--- src/rtl/pwm_quad_pkg.sv ---
// Shared constants and the per-channel configuration record for the PWM block.
package pwm_quad_pkg;
    localparam int CNT_W = 16;

    typedef struct packed {
        logic [CNT_W-1:0] hi;
        logic [CNT_W-1:0] div;
        logic [CNT_W-1:0] pre;
    } pwm_cfg_t;
endpackage

--- src/rtl/pwm_quad_regs.sv ---
// Register file: staging values, enables and one-cycle update pulses per channel.
// Assumes NUM_CH is a power of two of at least 2; address bits [1:0] are ignored.
module pwm_quad_regs
    import pwm_quad_pkg::*;
#(
    parameter int NUM_CH = 4,
    parameter int ADDR_W = 5
) (
    input  logic              clk,
    input  logic              rst_n,
    input  logic              bus_wr,
    input  logic [ADDR_W-1:0] bus_addr,
    input  logic [31:0]       bus_wdata,
    output logic [31:0]       bus_rdata,
    output pwm_cfg_t          cfg_o [NUM_CH],
    output logic [NUM_CH-1:0] en_o,
    output logic [NUM_CH-1:0] upd_o
);
    localparam int IDX_W = $clog2(NUM_CH);

    logic [IDX_W-1:0] idx;
    logic             word_b;

    assign idx    = bus_addr[ADDR_W-1:3];
    assign word_b = bus_addr[2];

    // Capture staging fields and raise the update pulse on writes.
    always_ff @(posedge clk) begin
        if (!rst_n) begin
            en_o  <= '0;
            upd_o <= '0;
            for (int i = 0; i < NUM_CH; i++) cfg_o[i] <= '0;
        end else begin
            upd_o <= '0;
            for (int i = 0; i < NUM_CH; i++) begin
                if (bus_wr && idx == IDX_W'(i)) begin
                    if (word_b) begin
                        cfg_o[i].pre <= bus_wdata[CNT_W-1:0];
                        en_o[i]      <= bus_wdata[31];
                        upd_o[i]     <= bus_wdata[30];
                    end else begin
                        cfg_o[i].div <= bus_wdata[CNT_W-1:0];
                        cfg_o[i].hi  <= bus_wdata[31:16];
                    end
                end
            end
        end
    end

    // Read mux; the update command is never stored, so it reads as zero.
    always_comb begin
        if (word_b) bus_rdata = {en_o[idx], 15'b0, cfg_o[idx].pre};
        else        bus_rdata = {cfg_o[idx].hi, cfg_o[idx].div};
    end
endmodule

--- src/rtl/pwm_quad_chan.sv ---
// One PWM channel: active settings, prescaler, period counter and compare.
// Assumes upd_i is a one-cycle pulse and cfg_i already holds the staged values when it arrives.
module pwm_quad_chan
    import pwm_quad_pkg::*;
(
    input  logic     clk,
    input  logic     rst_n,
    input  logic     en_i,
    input  logic     upd_i,
    input  pwm_cfg_t cfg_i,
    output logic     pwm_o
);
    pwm_cfg_t         act;
    logic             pend;
    logic             running;
    logic [CNT_W-1:0] pre_cnt;
    logic [CNT_W-1:0] per_cnt;
    logic             tick;
    logic             wrap;

    assign tick = (pre_cnt == act.pre);
    assign wrap = tick && (per_cnt == act.div);

    // Counter stepping, disable handling and shadow-to-active commit.
    always_ff @(posedge clk) begin
        if (!rst_n) begin
            act     <= '0;
            pend    <= 1'b0;
            running <= 1'b0;
            pre_cnt <= '0;
            per_cnt <= '0;
        end else begin
            running <= en_i;
            if (!running) begin
                pre_cnt <= '0;
                per_cnt <= '0;
                if (upd_i || pend) begin
                    act  <= cfg_i;
                    pend <= 1'b0;
                end
            end else if (!en_i) begin
                pre_cnt <= '0;
                per_cnt <= '0;
                pend    <= pend | upd_i;
            end else begin
                pre_cnt <= tick ? '0 : pre_cnt + 1'b1;
                if (wrap)      per_cnt <= '0;
                else if (tick) per_cnt <= per_cnt + 1'b1;
                if (wrap && (pend || upd_i)) begin
                    act  <= cfg_i;
                    pend <= 1'b0;
                end else if (upd_i) begin
                    pend <= 1'b1;
                end
            end
        end
    end

    // High while the period count is below the active high duration.
    assign pwm_o = running && (per_cnt < act.hi);
endmodule

--- src/rtl/pwm_quad.sv ---
// Top level: register file plus one generated channel per output.
// Assumes a single clock domain and a bus that presents one write per strobe cycle.
module pwm_quad
    import pwm_quad_pkg::*;
#(
    parameter int NUM_CH = 4,
    localparam int ADDR_W = $clog2(NUM_CH) + 3
) (
    input  logic              clk,
    input  logic              rst_n,
    input  logic              bus_wr,
    input  logic [ADDR_W-1:0] bus_addr,
    input  logic [31:0]       bus_wdata,
    output logic [31:0]       bus_rdata,
    output logic [NUM_CH-1:0] pwm_out
);
    pwm_cfg_t          cfg_w [NUM_CH];
    logic [NUM_CH-1:0] en_w;
    logic [NUM_CH-1:0] upd_w;

    pwm_quad_regs #(.NUM_CH(NUM_CH), .ADDR_W(ADDR_W)) regs_i (
        .clk(clk), .rst_n(rst_n), .bus_wr(bus_wr), .bus_addr(bus_addr),
        .bus_wdata(bus_wdata), .bus_rdata(bus_rdata),
        .cfg_o(cfg_w), .en_o(en_w), .upd_o(upd_w)
    );

    for (genvar g = 0; g < NUM_CH; g++) begin : g_ch
        pwm_quad_chan chan_i (
            .clk(clk), .rst_n(rst_n), .en_i(en_w[g]), .upd_i(upd_w[g]),
            .cfg_i(cfg_w[g]), .pwm_o(pwm_out[g])
        );
    end
endmodule

--- config.mk ---
export PLATFORM = sky130hd
export DESIGN_NAME = pwm_quad
export DESIGN_NICKNAME = d
export VERILOG_FILES = /design/src/rtl/pwm_quad_pkg.sv /design/src/rtl/pwm_quad_regs.sv /design/src/rtl/pwm_quad_chan.sv /design/src/rtl/pwm_quad.sv
export SDC_FILE = /design/constraint.sdc
export NUM_CORES = 1
export LEC_CHECK = 0
export BUFFER_PORTS_ARGS = -buffer_cell sky130_fd_sc_hd__buf_2
export CAP_MARGIN = 20
export CORE_MARGIN = 3
export CORE_UTILIZATION = 59
export DETAILED_ROUTE_END_ITERATION = 12
export GPL_ROUTABILITY_DRIVEN = 1
export PLACE_DENSITY = 0.73
export SYNTH_ARGS = -nofsm -noshare
export SYNTH_HDL_FRONTEND = slang
export SYNTH_SLANG_ARGS = --single-unit
--- constraint.sdc ---
create_clock -name clk -period 3.9 [get_ports clk]
set_input_delay 0.585 -clock clk [delete_from_list [all_inputs] [get_ports clk]]
set_output_delay 0.585 -clock clk [all_outputs]
set_load 0.01 [all_outputs]
==> impl_metrics.csv <==
group,metric,value,unit
outcome,status,"completed",
clock_network,hold_buffers,0,
worst_setup_path,cp_top_family,"compound AO/OA/AOI/OAI gates",
logic_synthesis,ys.flop_type,"dfxtp_1",
hold_path,hp-class,"in -> reg",
sta,final_max_slew_viol_count,0,
sta,finalSetupViolCount,0,
sta,hold_violations,0,
power_and_ir_drop,internal_power,0.00903,W
floorplan,num_rows,74,
cells_and_area,drive_gt1_share,9.70,%
drt,route.detailed.drc,0,
power_and_ir_drop,p_seq_share,47.4,%
sta,period_needed,3530,ps
power_and_ir_drop,p_leak,9.98,nW
clock_network,insertion_delay,610,ps
logic_synthesis,synth_edf_count,0,
sta,hold_ws,266,ps
worst_setup_path,critical_path.slowest_cell,"a221oi_1",
worst_setup_path,crit_arrival,2940,ps
logic_synthesis,syn_area_per_cell,8.48,sq um
global_routing,track_usage,30.2,%
place,io_buffers,73,
floorplan,die_area,0.0441,sq mm
clock_network,h-tree-depth,2,
worst_setup_path,crit_chain,"ha_1 > a21o_1 > a21o_1 > a21oi_1 > o211ai_1 > a221oi_1 > buf_2",
worst_setup_path,cp_max_fo,6,
cells_and_area,fin_util,66.1,%
floorplan,core,0.0409,sq mm
clock_network,clk_pin_slew_worst_paths,60,ps
logic_synthesis,synth_mux_area_share,5.36,%
power_and_ir_drop,p_switching,0.00255,W
logic_synthesis,ys_seq_area_share,43.1,%
logic_synthesis,yosysTopAreaCell,"dfxtp_1",
cells_and_area,final_cell_mix,"nand2_1 (636), dfxtp_1 (528), nand3_1 (243)",
logic_synthesis,synth_compound_area_share,12.3,%
worst_setup_path,critPathMostFrequentCell,"a21o_1",
sta,tns,0,ps
logic_synthesis,syn_area,0.0245,sq mm
logic_synthesis,synth-simple-area-share,22.4,%
logic_synthesis,yosys_warnings,0,
logic_synthesis,synth.area.top_cells,"dfxtp_1 (43%), nand2_1 (9.7%), a21boi_0 (6.0%), xor2_1 (5.9%), nand3_1 (5.0%)",
floorplan,initial_utilization,60.0,%
place,dp_hpwl,47700,um
global_routing,antenna_found_initial,10,
clock_network,cts_tree,"done",
drt,drt_iter0_drc,1828,
sta,fin_skew,16.5,ps
drt,ant_nets,0,
global_routing,grt_pass1_wl,106000,um
logic_synthesis,ys_types,42,
logic_synthesis,yosysTopAreaCellShare,43.1,%
drt,num_vias,20400,
worst_setup_path,slowest_delay,710,ps
global_routing,grt_max_degree,111,
drt,wl_per_cell,19.6,um
power_and_ir_drop,power.density,428,mW/mm^2
clock_network,post_cts_buffers,0,
global_routing,overflow,0,
cells_and_area,final_net_count,2963,
worst_setup_path,critPathBufInv,1,
clock_network,clockRootBuffer,"clkbuf_16",
sta,period_share,90.5,%
worst_setup_path,worstSetupPathType,"reg -> out",
global_routing,grt_pass1_vias,19400,
power_and_ir_drop,combPwrFrac,3.7,%
logic_synthesis,synth_xor_area_share,8.35,%
power_and_ir_drop,netSwitchingFraction,22.0,%
floorplan,io_pins,76,
floorplan,die_width,210,um
drt,wl,67400,um
clock_network,clock_path_buffers,3,
floorplan,dieHeight,210,um
run,cap_violations,0,
sta,maxSlewHeadroom,28.9,%
place,gp_congestion,0.910,
logic_synthesis,synth_seq_cells,528,
worst_setup_path,required,3310,ps
clock_network,cts_buffers,55,
logic_synthesis,synth_nets,3000,
cells_and_area,syn_to_final_growth,10.2,%
clock_network,cts_resized,0,
cells_and_area,final_common_cell,"nand2_1",
power_and_ir_drop,peakVddDrop,0.000359,V
sta,rsz0062_at_grt,"false",
drt,drtPass1Iterations,7,
clock_network,cts.sinks,528,
logic_synthesis,synthesis.instances,2892,
worst_setup_path,startpoint_type,"flop",
logic_synthesis,synthArstFlopShare,0,%
sta,fmax,283,MHz
worst_setup_path,end_kind,"output port",
logic_synthesis,synth_top_family_by_area,"simple AND/OR/NAND/NOR gates",
drt,via_per_inst,5.93,
power_and_ir_drop,pwr-share-clk,48.9,%
sta,tightest_slew,1070,ps
logic_synthesis,synth_fa_ha_area_share,3.47,%
==> final timing paths <==
kind	slack, ps	end	from	cells past startpoint
worst min-delay path	270	regs_i.cfg_o[88]$_SDFFE_PN0P_	bus_wdata[24]	3
worst min register to register	450	g_ch[1].chan_i.act[42]$_SDFFE_PN0P_	g_ch[1].chan_i.act[42]$_SDFFE_PN0P_	2
worst max-delay path	370	pwm_out[0]	g_ch[0].chan_i.per_cnt[9]$_SDFFE_PP0P_	7
worst max register to register	1010	g_ch[1].chan_i.act[15]$_SDFFE_PN0P_	g_ch[1].chan_i.pre_cnt[12]$_SDFF_PP0_	7
==> final cells by class <==
class | count | area (sq um)
Sequential cell | 528 | 10600
Tap cell | 532 | 666
Multi-Input combinational cell | 2084 | 12800
Antenna cell | 2 | 5.00
Inverter | 79 | 297
Clock inverter | 20 | 305
Timing Repair Buffer | 107 | 768
Clock buffer | 80 | 1650
Fill cell | 3356 | 13900
==> power groups by stage <==
stage | logic [W] | clock network [W] | registers (W)
after detailed placement | 0.000415 | 0 | 0.00561
after global placement | 0.000406 | 0 | 0.00561
final | 0.000425 | 0.00566 | 0.00549
after floorplan | 0.000292 | 0 | 0.00558
after global routing | 0.000455 | 0.00593 | 0.00549
after CTS | 0.000417 | 0.00570 | 0.00549
==> per-layer routing <==
layer | GRT usage, % | up-vias | share of wire (%) | wire (um)
met3 | 5.55 | 200 | 7.5 | 5090
li1 | - | 9687 | - | -
met5 | 0 | - | 0.14 | 91
met2 | 49.3 | 751 | 47 | 31800
met1 | 39.5 | 9698 | 41 | 27400
met4 | 13.1 | 16 | 4.5 | 3020
==> metrics by stage <==
stage               total power, W  cell area (sq um)  setup slack (ps)  std cells
finish                      0.0116              27000               371       3432
global route                0.0119              27000               276       3431
CTS                         0.0116              27000               373       3429
detailed placement         0.00603              25100               909       3329
global placement           0.00602              25100               922       3328
floorplan                  0.00587              24500              1200       2892
==> synthesized netlist by cell type, types with 13 or more instances <==
cell	number
buf_2	19
and3_1	23
nand4_1	54
clkbuf_2	22
xor2_1	166
nor2b_1	21
nand2_1	636
xnor2_1	68
nor4_1	25
o21ai_1	113
clkbuf_1	123
o21ai_0	97
buf_4	14
nor2_1	161
dfxtp_1	528
a21boi_0	196
nor3_1	32
inv_1	79
mux2_2	17
ha_1	68
mux4_2	49
a21oi_1	20
a21o_1	19
nand3_1	243
buf_1	13
==> worst min-delay path: cells and delay by family <==
kind | cells | cell delay, ps
and+or+nand+nor | 1 | 50
buffers and inverters | 1 | 120
AOI/OAI and AO/OA | 1 | 60
==> cell families (layout without fill, tap and decap cells) <==
kind of cell,Yosys count,count (layout)
and+or+nand+nor,1241,1241
DFF,528,528
buffers and inverters,280,286
adders and majority gates,68,68
AOI/OAI and AO/OA,473,473
xor gates and xnor gates,234,234
muxes,68,68
other,0,2
==> registers in the layout (all words and copies together), names as in the netlist <==
signal and flops:
g_ch.chan_i.per_cnt 64, g_ch.chan_i.pre_cnt 64, regs_i.en_o 4, g_ch.chan_i.pend 4, g_ch.chan_i.running 4, regs_i.upd_o 4, g_ch.chan_i.act 192, regs_i.cfg_o 192
Note: power is estimated with default switching activity, not from simulation.
